[config.mk]
export PLATFORM = sky130hd
export DESIGN_NAME = ro_token_ring_ctrl
export DESIGN_NICKNAME = d
export VERILOG_FILES = /design/src/rtl/ro_chain_pkg.sv /design/src/rtl/ro_token_sel.sv /design/src/rtl/ro_frame_seq.sv /design/src/rtl/ro_shifter.sv /design/src/rtl/ro_line_drv.sv /design/src/rtl/ro_token_ring_ctrl.sv
export SDC_FILE = /design/constraint.sdc
export NUM_CORES = 1
export LEC_CHECK = 0
export BUFFER_PORTS_ARGS = -buffer_cell sky130_fd_sc_hd__buf_4
export CORE_ASPECT_RATIO = 0.75
export CORE_MARGIN = 2
export CORE_UTILIZATION = 51
export DETAILED_ROUTE_END_ITERATION = 10
export PLACE_DENSITY = 0.76
export SLEW_MARGIN = 20
export SYNTH_ARGS = -nofsm -noshare
export SYNTH_HDL_FRONTEND = slang
export SYNTH_SLANG_ARGS = --single-unit
[constraint.sdc]
create_clock -name clk_i -period 2.2 [get_ports clk_i]
set_input_delay 0.44 -clock clk_i [delete_from_list [all_inputs] [get_ports clk_i]]
set_output_delay 0.44 -clock clk_i [all_outputs]
set_load 0.02 [all_outputs]
[src/rtl/ro_chain_pkg.sv]
package ro_chain_pkg;
  typedef enum logic [1:0] {
    ST_IDLE  = 2'd0,
    ST_SHIFT = 2'd1,
    ST_END   = 2'd2
  } ro_state_e;
endpackage

[src/rtl/ro_token_sel.sv]
module ro_token_sel (
  input  logic       clk_i,
  input  logic       rst_ni,
  input  logic       sel_i,
  input  logic [1:0] start_i,
  output logic       trig_o
);
  logic cur, cur_q;

  assign cur = start_i[sel_i];

  always_ff @(posedge clk_i or negedge rst_ni) begin
    if (!rst_ni) cur_q <= 1'b0;
    else         cur_q <= cur;
  end

  assign trig_o = cur & ~cur_q;
endmodule

[src/rtl/ro_frame_seq.sv]
module ro_frame_seq
  import ro_chain_pkg::*;
#(
  parameter int NUM_CH  = 64,
  parameter int MAX_EVT = 15,
  parameter int WORD_W  = 12,
  localparam int CNT_W  = $clog2(MAX_EVT + 1),
  localparam int WPE    = 1 + 2 * NUM_CH,
  localparam int ADDR_W = $clog2(MAX_EVT * WPE + 1)
) (
  input  logic              clk_i,
  input  logic              rst_ni,
  input  logic              trig_i,
  input  logic [CNT_W-1:0]  nevt_i,
  output logic [ADDR_W-1:0] addr_o,
  output logic              load_hdr_o,
  output logic              load_word_o,
  output logic              shift_o,
  output logic              tx_o,
  output logic              end_o
);
  localparam int BIT_W = $clog2(WORD_W);
  localparam int WRD_W = $clog2(WPE);
  localparam logic [BIT_W-1:0] HDR_LAST  = BIT_W'(CNT_W - 1);
  localparam logic [BIT_W-1:0] WORD_LAST = BIT_W'(WORD_W - 1);
  localparam logic [WRD_W-1:0] WRD_LAST  = WRD_W'(WPE - 1);

  ro_state_e         state_q;
  logic [CNT_W-1:0]  nevt_q, evt_q;
  logic [WRD_W-1:0]  wrd_q;
  logic [BIT_W-1:0]  bit_q;
  logic [ADDR_W-1:0] addr_q;
  logic              field_done, more_words;

  assign field_done  = (state_q == ST_SHIFT) && (bit_q == '0);
  assign more_words  = (evt_q != nevt_q);
  assign load_hdr_o  = (state_q == ST_IDLE) && trig_i;
  assign load_word_o = field_done && more_words;
  assign shift_o     = (state_q == ST_SHIFT) && (bit_q != '0);
  assign tx_o        = (state_q == ST_SHIFT);
  assign end_o       = (state_q == ST_END);
  assign addr_o      = addr_q;

  always_ff @(posedge clk_i or negedge rst_ni) begin
    if (!rst_ni) begin
      state_q <= ST_IDLE;
      nevt_q  <= '0;
      evt_q   <= '0;
      wrd_q   <= '0;
      bit_q   <= '0;
      addr_q  <= '0;
    end else begin
      unique case (state_q)
        ST_IDLE: if (trig_i) begin
          nevt_q  <= nevt_i;
          evt_q   <= '0;
          wrd_q   <= '0;
          addr_q  <= '0;
          bit_q   <= HDR_LAST;
          state_q <= ST_SHIFT;
        end
        ST_SHIFT: begin
          if (bit_q != '0) begin
            bit_q <= bit_q - 1'b1;
          end else if (more_words) begin
            addr_q <= addr_q + 1'b1;
            bit_q  <= WORD_LAST;
            if (wrd_q == WRD_LAST) begin
              wrd_q <= '0;
              evt_q <= evt_q + 1'b1;
            end else begin
              wrd_q <= wrd_q + 1'b1;
            end
          end else begin
            state_q <= ST_END;
          end
        end
        ST_END:  state_q <= ST_IDLE;
        default: state_q <= ST_IDLE;
      endcase
    end
  end
endmodule

[src/rtl/ro_shifter.sv]
module ro_shifter #(
  parameter int WORD_W = 12,
  parameter int CNT_W  = 4
) (
  input  logic              clk_i,
  input  logic              rst_ni,
  input  logic              load_hdr_i,
  input  logic [CNT_W-1:0]  hdr_i,
  input  logic              load_word_i,
  input  logic [WORD_W-1:0] word_i,
  input  logic              shift_i,
  output logic              bit_o
);
  logic [WORD_W-1:0] sh_q;

  always_ff @(posedge clk_i or negedge rst_ni) begin
    if (!rst_ni)          sh_q <= '1;
    else if (load_hdr_i)  sh_q <= {hdr_i, {(WORD_W - CNT_W){1'b0}}};
    else if (load_word_i) sh_q <= word_i;
    else if (shift_i)     sh_q <= {sh_q[WORD_W-2:0], 1'b1};
  end

  assign bit_o = sh_q[WORD_W-1];
endmodule

[src/rtl/ro_line_drv.sv]
module ro_line_drv #(
  parameter int LANES = 2
) (
  input  logic             tx_i,
  input  logic             bit_i,
  input  logic             end_i,
  input  logic             out_sel_i,
  output logic [LANES-1:0] dout_o,
  output logic [LANES-1:0] tx_on_n_o,
  output logic [LANES-1:0] end_o
);
  for (genvar l = 0; l < LANES; l++) begin : g_lane
    assign dout_o[l]    = ~tx_i | bit_i;
    assign tx_on_n_o[l] = ~tx_i;
    assign end_o[l]     = end_i && (int'(out_sel_i) == l);
  end
endmodule

[src/rtl/ro_token_ring_ctrl.sv]
module ro_token_ring_ctrl #(
  parameter int NUM_CH  = 64,
  parameter int MAX_EVT = 15,
  parameter int WORD_W  = 12,
  localparam int CNT_W  = $clog2(MAX_EVT + 1),
  localparam int WPE    = 1 + 2 * NUM_CH,
  localparam int ADDR_W = $clog2(MAX_EVT * WPE + 1)
) (
  input  logic              clk_i,
  input  logic              rst_ni,
  input  logic              cfg_in_sel_i,
  input  logic              cfg_out_sel_i,
  input  logic [1:0]        start_ro_i,
  input  logic [CNT_W-1:0]  nevt_i,
  output logic [ADDR_W-1:0] rd_addr_o,
  input  logic [WORD_W-1:0] rd_data_i,
  output logic [1:0]        dout_o,
  output logic [1:0]        tx_on_n_o,
  output logic [1:0]        end_ro_o
);
  logic trig, load_hdr, load_word, shift, tx, end_p, bit_out;

  ro_token_sel u_tok (
    .clk_i   (clk_i),
    .rst_ni  (rst_ni),
    .sel_i   (cfg_in_sel_i),
    .start_i (start_ro_i),
    .trig_o  (trig)
  );

  ro_frame_seq #(.NUM_CH(NUM_CH), .MAX_EVT(MAX_EVT), .WORD_W(WORD_W)) u_seq (
    .clk_i       (clk_i),
    .rst_ni      (rst_ni),
    .trig_i      (trig),
    .nevt_i      (nevt_i),
    .addr_o      (rd_addr_o),
    .load_hdr_o  (load_hdr),
    .load_word_o (load_word),
    .shift_o     (shift),
    .tx_o        (tx),
    .end_o       (end_p)
  );

  ro_shifter #(.WORD_W(WORD_W), .CNT_W(CNT_W)) u_sh (
    .clk_i       (clk_i),
    .rst_ni      (rst_ni),
    .load_hdr_i  (load_hdr),
    .hdr_i       (nevt_i),
    .load_word_i (load_word),
    .word_i      (rd_data_i),
    .shift_i     (shift),
    .bit_o       (bit_out)
  );

  ro_line_drv #(.LANES(2)) u_drv (
    .tx_i      (tx),
    .bit_i     (bit_out),
    .end_i     (end_p),
    .out_sel_i (cfg_out_sel_i),
    .dout_o    (dout_o),
    .tx_on_n_o (tx_on_n_o),
    .end_o     (end_ro_o)
  );
endmodule

# After elaboration in Yosys (flattened, before gate mapping)
# Index checks and enable logic that the tools add are counted.
totals:
  word_cells: 71
  register_bits: 46
  inputBits: 22
  out_inout_bits: 17
classes:
  n_bitwise: 5
  n_reduce_logical: 16
  eq_ne: 10
  muxes: 27
  magnitude_cmp: 1
  n_addsub: 4
ops:
  columns: ["cell", "n"]
  rows:
  - ["2-to-1 mux 12 bit", 3]
  - ["2-to-1 mux 11 bit", 3]
  - ["2-to-1 mux 8 bit", 4]
  - ["2-to-1 mux 4 bit", 7]
  - ["one-hot mux 11 bit (2 select lines)", 1]
  - ["one-hot mux 4 bit (2 select lines)", 2]
  - ["one-hot mux 8 bit (2 select lines)", 1]
  - ["adder 11 x 1 -> 11 bit (second input constant)", 1]
  - ["adder 8 x 1 -> 8 bit (second input constant)", 1]
  - ["equality test 8 bit (second input constant)", 1]
  - ["!= test 2 bit (second input constant)", 4]
  - ["logical AND 1 bit", 6]
  - ["2-to-1 mux 2 bit", 3]
  - ["AND reduction 3 bit", 2]
  - ["AND reduction 5 bit", 1]
  - ["adder 4 x 1 -> 4 bit (second input constant)", 1]
  - ["logical NOT 4 bit", 1]
  - ["!= test 4 bit", 1]
  - ["one-hot mux 2 bit (2 select lines)", 1]
  - ["AND reduction 4 bit", 1]
  - ["nonzero test 4 bit", 1]
  - ["subtractor 4 x 1 -> 4 bit (second input constant)", 1]
  - ["!= test 3 bit (second input constant)", 1]
  - ["inverter 1 bit", 3]
  - ["11 further kinds", 12]

# Longest topological paths before layout
# Gate-level depths: netlist of the first run.
logic_depth:
  ltp_word: 5
  depth_mapped: 9
  mapped_depth_nobuf: 7

# Cells and area by module
# From an unflattened synthesis of the first run, not the netlist that was laid out.
hier_totals:
  hier_cells: 257
  hier_area_um2: 2587.5
modules_own_cells:
  columns: ["mod", "instances", "cells_per_inst", "area_per_inst_um2", "seq_area_each_um2"]
  rows:
  - ["ro_frame_seq", 1, 190, 1839.3, 825.8]
  - ["ro_shifter", 1, 58, 653.1, 315.3]
  - ["ro_token_sel", 1, 3, 53.8, 25.0]
  - ["ro_line_drv", 1, 6, 41.3, 0.0]

# Worst setup path before layout of the first run
# No wires, ideal clock.
synth_path:
  path_type: "register to register"
  start: "register u_seq.bit_q[0]"
  end: "register u_seq.addr_q[7] (netlist: u_seq.addr_o[7])"
  path_stages_with_launch: 10
  setup_time_ps: 78
  setup_slack_ps: 170
  required_time_ps: 2122
  arrival_ps: 1951
  path_cell_list: "dfrtp_1 -> inv_1 -> ha_1 -> or3b_1 -> buf_4 -> nor2_8 -> o221ai_2 -> buf_6 -> or3_1 -> a21oi_1"
synth_via:
  elab_chain_cells: 3
synth_rtl:
  columns: ["element", "line", "rtl"]
  rows:
  - ["start: declaration", "ro_frame_seq.sv:31", "logic [BIT_W-1:0] bit_q;"]
  - ["start signal: assignment", "ro_frame_seq.sv:64", "bit_q <= bit_q - 1'b1;"]
  - ["nonzero test 4 bit", "ro_frame_seq.sv:63", "if (bit_q != '0) begin"]
  - ["!= test 2 bit (no line)", null, null]
  - ["AND reduction 4 bit (no line)", null, null]
  - ["end signal: assignment", "ro_frame_seq.sv:66", "addr_q <= addr_q + 1'b1;"]
  - ["end: declaration", "ro_frame_seq.sv:32", "logic [ADDR_W-1:0] addr_q;"]
# Every way passes these cells.
# A chain may end at the register's enable or synchronous reset.

# Final worst setup path of the first run
layout_path:
  start: "register u_seq.bit_q[0]"
  end: "register u_seq.addr_q[6] (netlist: u_seq.addr_o[6])"
# The elaborated chain is that of the path after synthesis.

==> run_results.csv, run 1 <==
group,metric,value,unit
detailed_routing,vias,2082,
sta,whs,105.9,ps
hold_path,min_path_type,"in2async",
sta,setup_tns,0,ps
yosys,synth-seq-cells,46,
yosys,syn_inst,247,
sta,slew_viol_final,0,
sta,max_freq,470.2,MHz
critical_path,worst_ep_required_time,2440,ps
final_layout,final.fill_count,395,
yosys,avgSynthCellArea,10.05,um^2
outcome,status,"finished, final reports clean",
yosys,synthDistinctLibCells,54,
global_routing,gr-total-overflow,0,
detailed_routing,drc,0,
critical_path,end_kind,"flop",
detailed_routing,drtIter0Drc,111,
critical_path,path_class,"reg2reg",
final_layout,drive_gt1_share,32.09,%
floorplanning,io-pin-count,39,
sta,finClkSkew,8.047,ps
global_routing,grt_max_degree,47,
critical_path,cp_slowest_cell,"dfrtp_1",
place,gp_congestion,0.7783,
sta,fin_ws,73.15,ps
global_routing,grtUsageTotal,21.07,%
yosys,async_flop_share,100.0,%
critical_path,cp.buffers_inverters,2,
clock_tree,htreeDepth,2,
yosys,ys_seq_area_share,46.98,%
floorplanning,die_x,84.56,um
critical_path,crit_family,"simple AND/OR/NAND/NOR gates",
global_routing,grt_pass1_wl,9.114,mm
detailed_routing,dr.pass1.iters,4,
final_layout,nets,323,
floorplanning,core,4572,um^2
critical_path,path_max_fanout,12,
place,place_hpwl,3.863,mm
clock_tree,clk_latency,310,ps
clock_tree,clockBufferDepth,2,
yosys,synth-main-ff-cell,"dfrtp_1",
pwr,power_density,1224,nW/um^2
detailed_routing,avgRoutedWirePerCell,15.22,um
detailed_routing,routed_wl,5.374,mm
clock_tree,cts_root_buf,"clkbuf_8",
critical_path,path_cells,"inv_2, ha_2, or3b_4, nor2_8, o221ai_2, buf_6, or3_4, a21oi_2",
final_layout,final_cell_area,2982,um^2
sta,setup_viol,0,
sta,worstMarginPinSlew,576.1,ps
final_layout,antenna_cells,0,
floorplanning,chipHeight,64.42,um
place,pre_cts_slack,48.53,ps
critical_path,start_kind,"flop",
yosys,ys_warn_count,0,
global_routing,antenna_found_initial,0,
global_routing,grt_pass1_vias,1883,
pwr,p_leak,1.333,nW
job,drv_cap,0,
yosys,synthesis.nets,275,
detailed_routing,ant_nets,0,
clock_tree,cts-hold-fix-buffers,0,
sta,hold_viol,0,
place,place_area,2860,um^2
detailed_routing,routed_via_density,5.898,
sta,period_share,96.67,%
place,port_buffers,38,
clock_tree,cts_buffers,5,
critical_path,critPathMaxStageDelay,420,ps
clock_tree,cts.sinks,46,
sta,min_period,2127,ps
floorplanning,rows,21,
pwr,power,3.649,mW
clock_tree,clk_pin_slew,90,ps
pwr,vdd_ir_drop_max,0.7073,mV
sta,max_slew_margin,61.60,%
yosys,synth-edff-count,0,
floorplanning,die_area,5447,um^2
floorplanning,initial_core_util,54.30,%
critical_path,worst_ep_arrival_time,2370,ps
yosys,synth_area,2482,um^2
final_layout,syn_to_final_growth,20.11,%
clock_tree,cts_tree,"built",
[cell families (layout without fill, tap and decap cells)]
logic type,Yosys count,count (layout),synth area share [%]
DFF,46,46,46.98
AOI/OAI and AO/OA,66,66,16.83
buffers and inverters,23,72,4.738
adders and majority gates,6,6,3.024
xor gates and xnor gates,8,8,2.823
and+or+nand+nor,86,86,20.56
muxes,12,12,5.040
[cell usage in the layout (no fill, tap or decap), types with 3 or more instances in the layout]
cell type | netlist | layout
nand4_1 | 6 | 6
a21oi_1 | 16 | 14
and3_1 | 5 | 5
a221o_1 | 4 | 4
inv_1 | 10 | 8
nand2_1 | 20 | 20
mux2_2 | 4 | 4
clkbuf_8 | 0 | 5
xnor2_1 | 6 | 6
nor2_1 | 15 | 15
dfrtp_1 | 34 | 34
ha_1 | 6 | 5
dfstp_2 | 12 | 12
o31ai_1 | 3 | 3
mux2i_1 | 8 | 8
nand3_1 | 14 | 14
or3_1 | 8 | 7
inv_2 | 1 | 3
buf_4 | 3 | 52
o21ai_0 | 26 | 26
[final timing paths]
path                                             from                           to  cells after the start  slack (ps)
min                                            rst_ni  u_seq.addr_o[9]$_DFFE_PN0P_                      1         110
min in group clk_i                          nevt_i[0]     u_sh.sh_q[8]$_DFFE_PN1P_                      2         370
max                        u_seq.bit_q[0]$_DFFE_PN0P_  u_seq.addr_o[6]$_DFFE_PN0P_                      8          70
min reg2reg                  u_sh.sh_q[1]$_DFFE_PN1P_     u_sh.sh_q[1]$_DFFE_PN1P_                      2         480
max reg2reg                u_seq.bit_q[0]$_DFFE_PN0P_  u_seq.addr_o[6]$_DFFE_PN0P_                      8          70
max in group asynchronous                      rst_ni     u_sh.sh_q[4]$_DFFE_PN1P_                      1        1670
[routing by layer]
metal | share of wire, % | track usage (%) | up-vias
met2 | 44 | 31.00 | 70
met1 | 48 | 31.07 | 1002
met3 | 7.3 | 4.204 | 7
met4 | 1.2 | 7.540 | 0
li1 | - | - | 1003
met5 | 0 | 0 | -
[metrics by stage]
stage	cells	util [%]
after global routing	353	65.22
after floorplan	247	-
final	353	65.22
after global placement	343	62.56
after detailed placement	343	62.56
after CTS	351	64.42
[area by class of cell]
class                      count  area [um^2]  share of cell area, %
multi-input combinational    178         1216                  40.79
sequential                    46         1166                  39.11
timing repair buffer          53        401.6                  13.47
tap                           57        71.32                  2.392
clock buffer                   5        68.82                  2.308
inverter                      11        41.29                  1.385
clock inverter                 3        16.27                 0.5455
[timing repair]
action / CTS / global route
gates resized for setup: 0 / 8
setup endpoints to repair: 0 / 7
setup buffers: 0 / 2
[synthesized netlist by cell type, types with 4 or more instances]
cell type / count / share of area (%)
xnor2_1: 6 / 2.1
dfstp_2: 12 / 13
nand4_1: 6 / 1.5
ha_1: 6 / 3.0
a21oi_1: 16 / 3.2
buf_2: 4 / 0.81
o21ai_0: 26 / 5.2
nand3_1: 14 / 2.8
dfrtp_1: 34 / 34
inv_1: 10 / 1.5
nor2_1: 15 / 2.3
mux2_2: 4 / 1.8
mux2i_1: 8 / 3.2
a221o_1: 4 / 1.6
and3_1: 5 / 1.3
or3_1: 8 / 2.0
nand2_1: 20 / 3.0
[power breakdown]
group / switching [mW] / internal (mW) / total [mW]
clock network: 0.296 / 0.218 / 0.514
logic: 0.848 / 0.729 / 1.58
registers: 0.321 / 1.24 / 1.56
total: 1.47 / 2.18 / 3.65
[state kept, by name, indices dropped and copies added (netlist names)]
register / cells
u_seq.evt_q: 4
u_seq.state_q: 2
u_seq.nevt_q: 4
u_sh.sh_q: 12
u_tok.cur_q: 1
u_seq.wrd_q: 8
u_seq.bit_q: 4
u_seq.addr_o: 11
Note: power is estimated with default switching activity, not from simulation.
==> run 2: changes to the inputs <==
==> constraint.sdc (replaced) <==
create_clock -name clk_i -period 2.2 [get_ports clk_i]
set_input_delay 0.22 -clock clk_i [delete_from_list [all_inputs] [get_ports clk_i]]
set_output_delay 0.22 -clock clk_i [all_outputs]
set_load 0.02 [all_outputs]
==> run 2 against run 1 <==
Sequential share of layout area fell by 0.42 points. Die area did not move. Clock power rose by 23%. Highest routed layer unchanged. Largest power group unchanged. Power rose by 4.1%. Clock skew rose by 2.7 ps. Flip-flop and latch count did not move. Utilization rose by 0.71 points. Critical path depth fell by 1. Fmax rose by 0.93%.
==> run_results.csv, run 2 (synthesis gave the netlist of run 1 again) <==
group,metric,value,unit
outcome,status,"finished, final reports clean",
pwr,p_comb_share,42.3,%
final_layout,drive_gt1_share,30.87,%
critical_path,crit_start,"u_seq.bit_q[1]$_DFFE_PN0P_",
critical_path,cp.buffers_inverters,1,
detailed_routing,drtIter0Drc,88,
critical_path,critPathMaxStageDelay,500,ps
global_routing,antenna_found_initial,0,
final_layout,nets,325,
critical_path,start_kind,"flop",
sta,hold_viol,0,
final_layout,regMostFlops,"u_sh.sh_q",
detailed_routing,routed_wl,5.471,mm
global_routing,grt_max_degree,47,
final_layout,syn_to_final_growth,21.42,%
hold_path,min_path_cells,2,
critical_path,r2r_end,"u_seq.addr_o[5]$_DFFE_PN0P_",
pwr,p_int,2.322,mW
sta,setup_viol,0,
sta,finClkSkew,10.78,ps
clock_tree,htreeDepth,2,
floorplanning,io-pin-count,39,
hold_path,worstHoldStart,"nevt_i[0]",
job,drv_cap,0,
sta,max_freq,474.5,MHz
pwr,netSwitchingFraction,38.83,%
detailed_routing,dr.pass1.iters,4,
sta,slew_viol_final,0,
global_routing,grt_pass1_wl,9.121,mm
place,placedCellCount,345,
pwr,power_density,1260,nW/um^2
sta,max_slew_margin,61.46,%
place,port_buffers,38,
floorplanning,die_area,5447,um^2
final_layout,final_common_cell,"buf_4",
floorplanning,rows,21,
clock_tree,clk_latency,300,ps
clock_tree,cts_buffers,5,
critical_path,cp_slowest_cell,"or4_1",
sta,setup_tns,0,ps
final_layout,layout_common_cells,"buf_4, dfrtp_1, o21ai_0, nand2_1, a21oi_1",
critical_path,cp_num_cells,7,
critical_path,crit_family,"simple AND/OR/NAND/NOR gates",
clock_tree,cts_tree,"built",
critical_path,regToRegStartpoint,"u_seq.bit_q[1]$_DFFE_PN0P_",
final_layout,fin_cells,355,
detailed_routing,routed_via_density,5.823,
pwr,p_sw,1.474,mW
floorplanning,chipHeight,64.42,um
sta,worstMarginPinSlew,578.0,ps
floorplanning,core,4572,um^2
pwr,vdd_ir_drop_max,0.7732,mV
global_routing,grt_pass1_vias,1921,
sta,fin_ws,92.65,ps
hold_path,min_path_type,"in2reg",
floorplanning,initial_core_util,54.30,%
global_routing,gr-total-overflow,0,
clock_tree,clockBufferDepth,2,
detailed_routing,vias,2067,
critical_path,end_kind,"flop",
sta,whs,161.9,ps
critical_path,path_cells,"inv_1, ha_2, or3b_4, nor2_8, o221ai_2, or4_1, a21oi_1",
detailed_routing,drc,0,
clock_tree,cts.sinks,46,
sta,period_share,95.79,%
global_routing,grtUsageTotal,20.94,%
place,pre_cts_slack,69.72,ps
final_layout,largest_reg_flops,12,
critical_path,path_class,"reg2reg",
place,place_hpwl,3.961,mm
pwr,pwr-share-seq,41.1,%
place,gp_congestion,0.8113,
critical_path,path_max_fanout,6,
floorplanning,die_x,84.56,um
clock_tree,cts_root_buf,"clkbuf_8",
critical_path,reg2reg_depth,7,
clock_tree,clk_pin_slew,90,ps
sta,rsz0062_at_grt,"false",
final_layout,antenna_cells,0,
detailed_routing,ant_nets,0,
sta,min_period,2107,ps
pwr,p_leak,1.359,nW
critical_path,r2r_slack,90,ps
critical_path,worst_ep_required_time,2430,ps
detailed_routing,avgRoutedWirePerCell,15.41,um
hold_path,hold_end,"u_sh.sh_q[8]$_DFFE_PN1P_",
pwr,pwr-share-clk,16.6,%
critical_path,worst_ep_arrival_time,2330,ps
[run 2: cell types whose count changed in the layout (fill, tap and decap cells not counted), moves of 2 or more]
cell     before  now
inv_1         8   10
a21oi_2       2    0
a21oi_1      14   16
inv_2         3    1
[run 2: repair_timing]
action / 4_1_cts / 5_1_grt
hold buffers: 1 / 0
endpoints found under the setup margin: 0 / 7
endpoints found under the hold margin: 34 / 0
buffers inserted: 0 / 1
resized for setup: 0 / 3
[run 2: stage by stage]
| step | area (um^2) | utilization, % | total power, mW |
|---|---|---|---|
| floorplan | 2482 | - | 2.615 |
| global placement | 2875 | 62.89 | 3.071 |
| detailed placement | 2875 | 62.89 | 3.150 |
| CTS | 2998 | 65.57 | 3.794 |
| global route | 3014 | 65.93 | 4.071 |
| finish | 3014 | 65.93 | 3.797 |
[run 2: power groups by stage]
stage	sequential (mW)	clock, mW	combinational (mW)
floorplan	1.52	0	1.09
global placement	1.55	0	1.52
detailed placement	1.57	0	1.58
CTS	1.55	0.653	1.59
global route	1.61	0.689	1.77
finish	1.56	0.630	1.61
[run 2: per-layer routing]
| metal | global-route usage, % | wire length [um] | part of all wire, % | up-vias |
|---|---|---|---|---|
| li1 | - | - | - | 1008 |
| met3 | 4.841 | 241 | 4.4 | 2 |
| met5 | 0 | 0 | 0 | - |
| met1 | 29.77 | 2698 | 49 | 1016 |
| met2 | 32.38 | 2509 | 46 | 41 |
| met4 | 5.952 | 21 | 0.38 | 0 |
[run 2: cell type report]
class | count | area, um^2
Sequential cell | 46 | 1166
Fill cell | 358 | 1558
Clock buffer | 5 | 68.82
Tap cell | 57 | 71.32
Multi-Input combinational cell | 178 | 1204
Timing Repair Buffer | 55 | 419.2
Clock inverter | 3 | 43.79
Inverter | 11 | 41.29
[run 2: how the worst max path moves through the flow]
stage	to	slack (ps)
floorplan	u_seq.addr_o[7]$_DFFE_PN0P_	170
global placement	u_seq.addr_o[10]$_DFFE_PN0P_	130
detailed placement	u_seq.addr_o[10]$_DFFE_PN0P_	70
CTS	u_seq.addr_o[10]$_DFFE_PN0P_	50
global route	u_seq.addr_o[9]$_DFFE_PN0P_	20
finish	u_seq.addr_o[5]$_DFFE_PN0P_	90
[run 2: worst register-to-register path, delay by kind of cell, from the launching register on]
kind	cells	cell delay (ps)
AND/OR/NAND/NOR	3	1050
flip-flops	1	390
buffers and inverters	1	100
adder cells (fa/ha/maj)	1	190
AO/OA/AOI/OAI	2	300
